**src/rtl/gpio_grp_pkg.sv**
```systemverilog
`timescale 1ns/1ps
package gpio_grp_pkg;
  localparam int NUM_GROUPS = 8;
  localparam int TRIG_W     = 3;
  localparam int SELF_W     = 4;
  localparam int CFG_BITS   = NUM_GROUPS * TRIG_W;
  localparam int SEL_BITS   = NUM_GROUPS * SELF_W;

  typedef enum logic [TRIG_W-1:0] {
    TRIG_OFF  = 3'd0,
    TRIG_HIGH = 3'd1,
    TRIG_LOW  = 3'd2,
    TRIG_ON   = 3'd3,
    TRIG_RSV  = 3'd4,
    TRIG_RISE = 3'd5,
    TRIG_FALL = 3'd6,
    TRIG_BOTH = 3'd7
  } trig_e;

  localparam int A_CFG  = 0;
  localparam int A_SEL  = 1;
  localparam int A_MASK = 2;
  localparam int A_ACK  = 3;
  localparam int A_STAT = 4;
endpackage

```
**src/rtl/gpio_grp_regs.sv**
```systemverilog
`timescale 1ns/1ps
module gpio_grp_regs
  import gpio_grp_pkg::*;
#(
  parameter int ADDR_W = 3
) (
  input  logic                  clk,
  input  logic                  rst_n,
  input  logic                  bus_wr,
  input  logic [ADDR_W-1:0]     bus_addr,
  input  logic [31:0]           bus_wdata,
  output logic [31:0]           bus_rdata,
  input  logic [NUM_GROUPS-1:0] status,
  output logic [CFG_BITS-1:0]   cfg_q,
  output logic [SEL_BITS-1:0]   sel_q,
  output logic [NUM_GROUPS-1:0] mask_q,
  output logic [NUM_GROUPS-1:0] ack_pulse
);
  logic hit_cfg, hit_sel, hit_mask, hit_ack, hit_stat;

  assign hit_cfg  = (bus_addr == ADDR_W'(A_CFG));
  assign hit_sel  = (bus_addr == ADDR_W'(A_SEL));
  assign hit_mask = (bus_addr == ADDR_W'(A_MASK));
  assign hit_ack  = (bus_addr == ADDR_W'(A_ACK));
  assign hit_stat = (bus_addr == ADDR_W'(A_STAT));

  always_ff @(posedge clk) begin
    if (!rst_n) begin
      cfg_q  <= '0;
      sel_q  <= '0;
      mask_q <= '0;
    end else if (bus_wr) begin
      if (hit_cfg)  cfg_q  <= bus_wdata[CFG_BITS-1:0];
      if (hit_sel)  sel_q  <= bus_wdata[SEL_BITS-1:0];
      if (hit_mask) mask_q <= bus_wdata[NUM_GROUPS-1:0];
    end
  end

  assign ack_pulse = (bus_wr && hit_ack) ? bus_wdata[NUM_GROUPS-1:0] : '0;

  always_comb begin
    bus_rdata = '0;
    if (hit_cfg)  bus_rdata = 32'(cfg_q);
    if (hit_sel)  bus_rdata = 32'(sel_q);
    if (hit_mask) bus_rdata = 32'(mask_q);
    if (hit_stat) bus_rdata = 32'(status);
  end
endmodule

```
**src/rtl/gpio_grp_lane.sv**
```systemverilog
`timescale 1ns/1ps
module gpio_grp_lane
  import gpio_grp_pkg::*;
#(
  parameter int NSRC = 16
) (
  input  logic              clk,
  input  logic              rst_n,
  input  logic [NSRC-1:0]   cand,
  input  logic [SELF_W-1:0] sel,
  input  logic [TRIG_W-1:0] mode,
  input  logic              ack,
  output logic              pend,
  output logic              edge_pend,
  output logic              edge_evt
);
  logic src, s_meta, s_sync, s_prev;
  logic rise, fall, edge_mode;
  trig_e trig;

  always_comb begin
    src = 1'b0;
    for (int k = 0; k < NSRC; k++)
      if (sel == SELF_W'(k)) src = cand[k];
  end

  always_ff @(posedge clk) begin
    if (!rst_n) begin
      s_meta <= 1'b0;
      s_sync <= 1'b0;
      s_prev <= 1'b0;
    end else begin
      s_meta <= src;
      s_sync <= s_meta;
      s_prev <= s_sync;
    end
  end

  assign trig = trig_e'(mode);
  assign rise = s_sync & ~s_prev;
  assign fall = ~s_sync & s_prev;

  always_comb begin
    edge_mode = 1'b0;
    edge_evt  = 1'b0;
    case (trig)
      TRIG_RISE: begin edge_mode = 1'b1; edge_evt = rise;        end
      TRIG_FALL: begin edge_mode = 1'b1; edge_evt = fall;        end
      TRIG_BOTH: begin edge_mode = 1'b1; edge_evt = rise | fall; end
      default:   ;
    endcase
  end

  always_ff @(posedge clk) begin
    if (!rst_n)          edge_pend <= 1'b0;
    else if (!edge_mode) edge_pend <= 1'b0;
    else                 edge_pend <= (edge_pend & ~ack) | edge_evt;
  end

  always_comb begin
    case (trig)
      TRIG_HIGH: pend = s_sync;
      TRIG_LOW:  pend = ~s_sync;
      TRIG_ON:   pend = 1'b1;
      TRIG_RISE, TRIG_FALL, TRIG_BOTH: pend = edge_pend;
      default:   pend = 1'b0;
    endcase
  end
endmodule

```
**src/rtl/gpio_group_irq.sv**
```systemverilog
`timescale 1ns/1ps
module gpio_group_irq
  import gpio_grp_pkg::*;
#(
  parameter int NUM_PORTS = 4,
  parameter int PORT_W    = 32,
  parameter int ADDR_W    = 3
) (
  input  logic                        clk,
  input  logic                        rst_n,
  input  logic [NUM_PORTS*PORT_W-1:0] gpio_in,
  input  logic                        bus_wr,
  input  logic [ADDR_W-1:0]           bus_addr,
  input  logic [31:0]                 bus_wdata,
  output logic [31:0]                 bus_rdata,
  output logic                        irq
);
  localparam int LANES     = PORT_W / 8;
  localparam int SLOTS_PER = 4;
  localparam int NSRC      = NUM_PORTS * SLOTS_PER;

  logic [CFG_BITS-1:0]   cfg_q;
  logic [SEL_BITS-1:0]   sel_q;
  logic [NUM_GROUPS-1:0] mask_q, ack_pulse;
  logic [NUM_GROUPS-1:0] grp_pend, edge_pend, edge_evt, stat;

  gpio_grp_regs #(.ADDR_W(ADDR_W)) u_regs (
    .clk(clk), .rst_n(rst_n), .bus_wr(bus_wr), .bus_addr(bus_addr),
    .bus_wdata(bus_wdata), .bus_rdata(bus_rdata), .status(stat),
    .cfg_q(cfg_q), .sel_q(sel_q), .mask_q(mask_q), .ack_pulse(ack_pulse)
  );

  for (genvar g = 0; g < NUM_GROUPS; g++) begin : g_grp
    logic [NSRC-1:0] cand;
    for (genvar p = 0; p < NUM_PORTS; p++) begin : g_port
      for (genvar l = 0; l < SLOTS_PER; l++) begin : g_lane
        if (l < LANES) begin : g_live
          assign cand[p*SLOTS_PER + l] = gpio_in[p*PORT_W + l*8 + g];
        end else begin : g_tie
          assign cand[p*SLOTS_PER + l] = 1'b0;
        end
      end
    end

    gpio_grp_lane #(.NSRC(NSRC)) u_lane (
      .clk(clk), .rst_n(rst_n), .cand(cand),
      .sel(sel_q[SELF_W*g +: SELF_W]), .mode(cfg_q[TRIG_W*g +: TRIG_W]),
      .ack(ack_pulse[g]), .pend(grp_pend[g]),
      .edge_pend(edge_pend[g]), .edge_evt(edge_evt[g])
    );
  end

  assign stat = grp_pend & mask_q;
  assign irq  = |stat;
endmodule

```
**config.mk**
```make
export PLATFORM = sky130hd
export DESIGN_NAME = gpio_group_irq
export DESIGN_NICKNAME = d
export VERILOG_FILES = /design/src/rtl/gpio_grp_pkg.sv /design/src/rtl/gpio_grp_regs.sv /design/src/rtl/gpio_grp_lane.sv /design/src/rtl/gpio_group_irq.sv
export SDC_FILE = /design/constraint.sdc
export NUM_CORES = 1
export LEC_CHECK = 0
export ABC_AREA = 0
export BUFFER_PORTS_ARGS = -buffer_cell sky130_fd_sc_hd__buf_2
export CORE_MARGIN = 2
export CORE_UTILIZATION = 40
export CTS_BUF_LIST = sky130_fd_sc_hd__clkbuf_4 sky130_fd_sc_hd__clkbuf_8
export CTS_CLUSTER_SIZE = 16
export DETAILED_ROUTE_END_ITERATION = 16
export GPL_ROUTABILITY_DRIVEN = 0
export PLACE_DENSITY = 0.73
export SLEW_MARGIN = 40
export SYNTH_ARGS = -nofsm -noshare
export SYNTH_HDL_FRONTEND = slang
export SYNTH_HIERARCHICAL = 1
export SYNTH_SLANG_ARGS = --single-unit
export TNS_END_PERCENT = 20
```
**constraint.sdc**
```tcl
create_clock -name clk -period 2 [get_ports clk]
set_input_delay 0.4 -clock clk [delete_from_list [all_inputs] [get_ports clk]]
set_output_delay 0.4 -clock clk [all_outputs]
set_load 0.01 [all_outputs]
```
==> results of run 1 <==
state kept, by name, summed over array words and instances (netlist names):
name	cells
g_grp.u_lane/s_meta	8
g_grp.u_lane/s_sync	8
u_regs/mask_q	8
u_regs/cfg_q	24
g_grp.u_lane/edge_pend	8
u_regs/sel_q	32
g_grp.u_lane/s_prev	8
final timing paths:
check                                               to  depth (start not counted)                   start
worst min-delay path                  u_regs/sel_q[25]                          3           bus_wdata[25]
worst min register to register  g_grp[6].u_lane/s_sync                          1  g_grp[6].u_lane/s_meta
worst max register to register  g_grp[2].u_lane/s_meta                          5         u_regs/sel_q[9]
worst max-delay path                               irq                          7        u_regs/cfg_q[23]
logic make-up after synthesis:
group | Yosys count | share of synthesized area (%)
compound gates | 112 | 11.8
fa+ha+maj | 16 | 3.14
buf+inv | 64 | 6.48
flops | 96 | 30.2
mux | 160 | 25.1
simple gates | 290 | 23.3
tightest hold or removal path, cell delays in order:
cell                      delay, ps
sky130_fd_sc_hd__buf_2           90
sky130_fd_sc_hd__nand2_1         40
sky130_fd_sc_hd__mux2i_1         50
per-stage QoR:
stage	std cells	setup WS (ps)	setup TNS [ps]
final	1192	-639	-1550
after global routing	1192	-745	-2540
after CTS	1190	-663	-1600
after detailed placement	1174	-263	-263
after global placement	1174	-241	-241
after floorplan	738	-50.1	-50.1
routing by layer:
| metal | wire [um] | part of all wire [%] | GRT usage [%] | vias up |
|---|---|---|---|---|
| li1 | - | - | - | 3080 |
| met1 | 7730 | 46 | 25.7 | 2799 |
| met2 | 7930 | 48 | 32.5 | 144 |
| met3 | 795 | 4.8 | 3.53 | 12 |
| met4 | 214 | 1.3 | 5.38 | 0 |
| met5 | 0 | 0 | 0 | - |
power by group:
group / switching (mW) / internal [mW] / total, mW
sequential: 0.0640 / 1.97 / 2.03
clock: 0.657 / 0.507 / 1.16
combinational: 0.318 / 0.360 / 0.679
total: 1.04 / 2.84 / 3.88
area by class of cell:
| cell class | instances | area, um^2 | share of cell area [%] |
|---|---|---|---|
| repair buffers | 261 | 1540 | 18.9 |
| inverters | 24 | 90.1 | 1.11 |
| well taps | 216 | 270 | 3.34 |
| multi-input cells | 578 | 4100 | 50.6 |
| diodes | 1 | 2.50 | 0.0309 |
| flip-flops and latches | 96 | 1930 | 23.9 |
| clock inverters | 4 | 20.0 | 0.247 |
| clock buffers | 12 | 153 | 1.88 |
placed cells by master (no fill, tap or decap), types with 2 or more instances in the layout:
cell,synthesis,final
sky130_fd_sc_hd__nand3b_1,8,8
sky130_fd_sc_hd__and2_4,1,2
sky130_fd_sc_hd__inv_1,24,24
sky130_fd_sc_hd__o21ai_0,8,8
sky130_fd_sc_hd__or2_1,2,2
sky130_fd_sc_hd__nand3_1,16,16
sky130_fd_sc_hd__clkbuf_8,0,10
sky130_fd_sc_hd__nand2b_1,8,4
sky130_fd_sc_hd__a21oi_1,40,34
sky130_fd_sc_hd__dfxtp_1,96,88
sky130_fd_sc_hd__nor3_1,16,16
sky130_fd_sc_hd__and2_1,31,30
sky130_fd_sc_hd__o221ai_1,8,8
sky130_fd_sc_hd__dfxtp_2,0,7
sky130_fd_sc_hd__nor2_1,56,56
sky130_fd_sc_hd__ha_1,16,16
sky130_fd_sc_hd__buf_4,5,59
sky130_fd_sc_hd__buf_2,7,196
sky130_fd_sc_hd__o21bai_1,16,16
sky130_fd_sc_hd__nand2_1,112,112
sky130_fd_sc_hd__nand2b_4,0,4
sky130_fd_sc_hd__o2111ai_1,8,8
sky130_fd_sc_hd__o211ai_1,8,8
sky130_fd_sc_hd__a21oi_2,0,6
sky130_fd_sc_hd__buf_12,2,5
sky130_fd_sc_hd__nand4bb_1,17,17
sky130_fd_sc_hd__clkbuf_4,0,2
sky130_fd_sc_hd__o21a_1,16,16
sky130_fd_sc_hd__and3_1,8,8
sky130_fd_sc_hd__a32oi_1,8,8
sky130_fd_sc_hd__mux2i_1,160,160
sky130_fd_sc_hd__nor2b_1,8,8
sky130_fd_sc_hd__clkinv_2,0,4
timing repair:
item | in CTS | in global routing
endpoints found under the setup margin | 9 | 9
buffers inserted | 0 | 1
hold buffers | 0 | 0
gates resized for setup | 6 | 6
pin swaps | 1 | 0
==> run_results.csv, run 1 <==
group,metric,value,unit
final_layout,final_cell_area,0.00810,mm^2
setup_path,worst_path_max_delay_cell,"sky130_fd_sc_hd__or4_1",
timing,timing.final.crit_period,2640,ps
drt,detail_route.first_pass.iterations,5,
min_path,hold_path.class,"input pin to flip-flop",
synth,postSynth.topFlopCell,"sky130_fd_sc_hd__dfxtp_1",
power_and_ir_drop,power,3.88,mW
place,dp.final_hpwl,13.0,mm
clock_network,clock-root-buffer,"sky130_fd_sc_hd__clkbuf_8",
final_layout,area.growth.synth_to_final,27.1,%
global_routing,grt_pass1_wl,26.2,mm
setup_path,worst-endpoint-required,1600,ps
status,violations,"negative setup slack",
floorplan,chipWidth,130,um
synth,async_set_reset_flop_share_out_of_synthesis,0,%
setup_path,arrival,2240,ps
timing,max_slew.worst_pin.slew,536,ps
setup_path,worst-path-max-fanout,5,
drt,remaining_drc_errors,0,
clock_network,cts_max_path_buffers,2,
timing,setup_repair_after_global_routing_missed_its_margin,"true",
power_and_ir_drop,power_density,478,mW/mm^2
timing,final-max-slew-violation-count,0,
power_and_ir_drop,vdd_drop_max,0.287,mV
global_routing,all_layer_global_routing_usage,19.4,%
setup_path,worst-path-buf-inv,1,
floorplan,io_pins,199,
synth,postSynthCellCount,738,
global_routing,grt_antenna_before_repair,1,
setup_path,timing.critical_path.from_type,"flip-flop",
place,placement.cell_area,0.00787,mm^2
synth,synth_area_leader_cell,"sky130_fd_sc_hd__dfxtp_1",
drt,route.final.wire_length,16.7,mm
setup_path,cpPeakStageDelay,500,ps
global_routing,grt-ovfl-total,0,
synth,postSynthRegisterBits,96,
setup_path,worst-r2r-setup-slack,370,ps
floorplan,die_area,0.0170,mm^2
clock_network,ctsHtreeMaxLevel,3,
synth,number_of_synthesized_flops_with_an_enable_pin,0,
synth,netlist_area,0.00637,mm^2
setup_path,timing.critical_path.max_delay_family,"simple AND/OR/NAND/NOR gates",
floorplan,placement_rows,46,
drt,num_vias,6035,
final_layout,fillCellCount,1468,
final_layout,fin_util,51.6,%
drt,antenna_violating_nets_post_route,0,
timing,max-slew-margin-rel,64.2,%
drt,drt_iter0_drc,295,
final_layout,layout-drive-gt1-share,31.1,%
floorplan,initial_utilization,40.6,%
timing,timing.final.hold_violations,0,
synth,ys_seq_area_share,30.2,%
global_routing,largest_net_degree_at_the_start_of_global_routing,38,
run,timing.max_cap.violations,0,
floorplan,coreArea,0.0157,mm^2
synth,post-synth-top-area-fraction,30.2,%
status,run_status,"finished with violations",
timing,whs,269,ps
synth,yosysMostFrequentCell,"sky130_fd_sc_hd__mux2i_1",
clock_network,cts_made_buffers,9,
place,numPortBuffers,198,
power_and_ir_drop,power_leakage,3.30,nW
timing,setup_viol,9,
clock_network,num_clock_sinks,96,
synth,ys_top_cells_by_area,"sky130_fd_sc_hd__dfxtp_1 (30%), sky130_fd_sc_hd__mux2i_1 (25%), sky130_fd_sc_hd__nand2_1 (6.6%)",
synth,netlist-cell-type-count,35,
timing,worst_slack,-639,ps
clock_network,worst_setup_hold_path_clk_slew,90,ps
floorplan,dieHeight,130,um
timing,max_freq,379,MHz
timing,post-route-period-util,132,%
synth,yosys_warnings,6,
synth,synth_common_cells,"sky130_fd_sc_hd__mux2i_1 (160), sky130_fd_sc_hd__nand2_1 (112), sky130_fd_sc_hd__dfxtp_1 (96)",
timing,clock-skew-final,9.33,ps
final_layout,nNetsFinal,1152,
clock_network,worstSkewPairLatency,370,ps
setup_path,path_cells,"nand2b_4, a21oi_2, a21oi_1, and2_4, or4_1, or4_4, buf_6",
clock_network,tritoncts,"yes",
setup_path,critPathCaptureType,"output port",
setup_path,timing_worst_setup_path_type,"flip-flop to output port",
drt,wire_per_inst,14.0,um
synth,mappedNetlistNets,920,
synth,avgSynthCellArea,8.63,um^2
drt,via_per_inst,5.06,
global_routing,vias_in_the_first_global_route,5558,
(Power assumes the default switching activity.)
==> inputs of run 2 (changes only) <==
--- a/config.mk
+++ b/config.mk
@@ -14,9 +14,8 @@
 export DETAILED_ROUTE_END_ITERATION = 16
 export GPL_ROUTABILITY_DRIVEN = 0
-export PLACE_DENSITY = 0.73
+export PLACE_DENSITY = 0.75
 export SLEW_MARGIN = 40
 export SYNTH_ARGS = -nofsm -noshare
 export SYNTH_HDL_FRONTEND = slang
-export SYNTH_HIERARCHICAL = 1
 export SYNTH_SLANG_ARGS = --single-unit
 export TNS_END_PERCENT = 20
==> constraint.sdc (replaced) <==
create_clock -name clk -period 2 [get_ports clk]
set_input_delay 0.2 -clock clk [delete_from_list [all_inputs] [get_ports clk]]
set_output_delay 0.2 -clock clk [all_outputs]
set_load 0.01 [all_outputs]
==> run_results.csv, run 2 <==
group,metric,value,unit
clock_network,post-cts-setup-buffers,0,
timing,final-max-slew-violation-count,0,
power_and_ir_drop,power_leakage,2.81,nW
drt,remaining_drc_errors,0,
synth,netlist_area,0.00577,mm^2
setup_path,crit_path_start,"u_regs.cfg_q[22]",
floorplan,placement_rows,43,
min_path,hold_path.class,"input pin to flip-flop",
final_layout,register_bank_with_the_most_flops,"u_regs.sel_q",
setup_path,worst_r2r_path_depth,3,
global_routing,largest_net_degree_at_the_start_of_global_routing,59,
synth,postSynthRegisterBits,96,
final_layout,fillCellCount,1388,
setup_path,worst-endpoint-required,1800,ps
place,cell_count_after_placement,1051,
run,timing.max_cap.violations,0,
timing,setup_repair_after_global_routing_missed_its_margin,"false",
clock_network,postCtsHoldBufs,0,
drt,via_per_inst,5.27,
synth,yosysMostFrequentCell,"sky130_fd_sc_hd__nand2_1",
setup_path,timing_worst_setup_path_type,"flip-flop to output port",
global_routing,grt-ovfl-total,0,
drt,route.final.wire_length,16.0,mm
timing,timing.final.crit_period,1920,ps
final_layout,area.growth.synth_to_final,24.7,%
setup_path,critical_path.reg2reg.startpoint,"u_regs.sel_q[8]",
setup_path,worst-path-max-fanout,6,
setup_path,worst-r2r-setup-slack,200,ps
clock_network,clock-root-buffer,"sky130_fd_sc_hd__clkbuf_8",
floorplan,chipWidth,124,um
final_layout,layout_common_cells,"sky130_fd_sc_hd__buf_2 (198), sky130_fd_sc_hd__nand2_1 (165), sky130_fd_sc_hd__dfxtp_1 (86)",
timing,timing.final.hold_violations,0,
synth,avgSynthCellArea,8.18,um^2
drt,antenna_violating_nets_post_route,0,
floorplan,coreArea,0.0140,mm^2
clock_network,tritoncts,"yes",
place,dp.final_hpwl,12.0,mm
timing,clock-skew-final,7.05,ps
synth,synth_common_cells,"sky130_fd_sc_hd__nand2_1 (165), sky130_fd_sc_hd__dfxtp_1 (96), sky130_fd_sc_hd__a21boi_1 (64)",
floorplan,initial_utilization,41.2,%
global_routing,grt_antenna_before_repair,2,
timing,post-route-period-util,96.0,%
power_and_ir_drop,vdd_drop_max,0.353,mV
final_layout,largest_registers,"u_regs.sel_q: 32 flops, u_regs.cfg_q: 24 flops",
global_routing,vias_in_the_first_global_route,5163,
floorplan,io_pins,199,
clock_network,cts_made_buffers,9,
synth,number_of_synthesized_flops_with_an_enable_pin,0,
final_layout,final_cell_area,0.00719,mm^2
synth,post-synth-top-area-fraction,33.3,%
floorplan,die_area,0.0154,mm^2
drt,detail_route.first_pass.iterations,5,
synth,ys_seq_area_share,33.3,%
setup_path,arrival,1720,ps
drt,wire_per_inst,15.0,um
floorplan,dieHeight,124,um
power_and_ir_drop,power,3.90,mW
timing,max_freq,521,MHz
status,run_status,"complete, no violations",
synth,netlist-cell-type-count,49,
clock_network,ctsHtreeMaxLevel,3,
final_layout,fin_util,51.4,%
timing,max-slew-margin-rel,68.8,%
synth,synth_area_leader_cell,"sky130_fd_sc_hd__dfxtp_1",
place,numPortBuffers,198,
synth,async_set_reset_flop_share_out_of_synthesis,0,%
final_layout,nNetsFinal,1064,
global_routing,all_layer_global_routing_usage,20.6,%
place,placement.cell_area,0.00692,mm^2
setup_path,critPathCaptureType,"output port",
clock_network,worstSkewPairLatency,380,ps
synth,postSynthCellCount,705,
final_layout,instances_no_fill,1068,
synth,mappedNetlistNets,887,
setup_path,crit_end,"irq",
timing,max_slew.worst_pin.slew,468,ps
clock_network,cts_max_path_buffers,2,
synth,ys_top_cells_by_area,"sky130_fd_sc_hd__dfxtp_1 (33%), sky130_fd_sc_hd__nand2_1 (11%), sky130_fd_sc_hd__a21boi_1 (8.3%)",
global_routing,grt_pass1_wl,25.0,mm
final_layout,layout_commonest_cell,"sky130_fd_sc_hd__buf_2",
setup_path,critical_path.reg2reg.endpoint,"g_grp[2].u_lane.s_meta",
timing,setup_viol,0,
drt,num_vias,5629,
setup_path,timing.critical_path.from_type,"flip-flop",
power_and_ir_drop,power_density,543,mW/mm^2
clock_network,num_clock_sinks,96,
drt,drt_iter0_drc,365,
final_layout,layout-drive-gt1-share,30.3,%
synth,postSynth.topFlopCell,"sky130_fd_sc_hd__dfxtp_1",
clock_network,worst_setup_hold_path_clk_slew,90,ps
final_layout,largest_reg_flops,32,
timing,tns,0,ps
synth,yosys_warnings,0,
[run 2: cell count changes after synthesis, moves of 14 or more]
cell | before | now
sky130_fd_sc_hd__mux2i_1 | 160 | 29
sky130_fd_sc_hd__a21boi_1 | 0 | 64
sky130_fd_sc_hd__nand2_1 | 112 | 165
sky130_fd_sc_hd__nor2_1 | 56 | 25
sky130_fd_sc_hd__clkbuf_1 | 11 | 33
sky130_fd_sc_hd__nand4bb_1 | 17 | 0
sky130_fd_sc_hd__a22o_1 | 0 | 16
sky130_fd_sc_hd__o21bai_1 | 16 | 2
[run 2: kinds of logic (layout without fill, tap and decap cells)]
group                      Yosys count  count (layout)  synth area share (%)
buffers and inverters               81             263                  5.94
adders and majority gates           16              16                  3.47
and+or+nand+nor                    269             269                  21.1
muxes                               50              50                  13.2
DFF                                 96              96                  33.3
AOI/OAI and AO/OA                  193             193                  23.0
other                                0               1                     0
[run 2: through the flow]
stage	hold WS (ps)	setup slack [ps]
final	50.5	79.7
after CTS	40.8	0.502
after global routing	44.3	4.70
after floorplan	335	347
after detailed placement	418	187
after global placement	417	249
[run 2: area by class of cell]
type | count | area, um^2 | area share, %
well taps | 180 | 225 | 3.13
clock inverters | 5 | 55.1 | 0.765
repair buffers | 219 | 1160 | 16.1
diodes | 1 | 2.50 | 0.0348
flip-flops and latches | 96 | 1940 | 26.9
multi-input cells | 528 | 3560 | 49.4
clock buffers | 11 | 151 | 2.10
inverters | 28 | 105 | 1.46
[run 2: worst min path at each step]
stage | from | endpoint | slack [ps] | cells after the start
after global routing | bus_wdata[11] | u_regs.cfg_q[11] | 40 | 3
after detailed placement | g_grp[3].u_lane.s_meta | g_grp[3].u_lane.s_sync | 420 | 1
after floorplan | bus_wdata[0] | u_regs.sel_q[0] | 330 | 2
after CTS | bus_wdata[24] | u_regs.sel_q[24] | 40 | 3
after global placement | g_grp[1].u_lane.s_meta | g_grp[1].u_lane.s_sync | 420 | 1
final | bus_wdata[27] | u_regs.sel_q[27] | 50 | 3
[run 2: routing by layer]
metal | GRT usage (%) | part of all wire, % | vias to the layer above
li1 | - | - | 2827
met1 | 27.5 | 46 | 2607
met2 | 33.4 | 46 | 162
met3 | 3.57 | 5.8 | 31
met4 | 7.30 | 2.1 | 2
met5 | 0 | 0.069 | -
[run 2: worst max-delay path: stages, from the launching register on]
cell and delay [ps]:
sky130_fd_sc_hd__dfxtp_1 390, sky130_fd_sc_hd__o311ai_2 310, sky130_fd_sc_hd__a21oi_1 130, sky130_fd_sc_hd__nor3_2 220, sky130_fd_sc_hd__nand3_1 120, sky130_fd_sc_hd__buf_2 170
[run 2: report_power, final]
group          internal [mW]  switching (mW)
Combinational          0.287           0.238
Clock                  0.642           0.709
Sequential              1.96          0.0639
Total                   2.89            1.01
[run 2: what timing repair did]
item	4_1_cts	5_1_grt
endpoints found under the setup margin	1	2
gates resized for setup	2	26
pin swaps	0	3
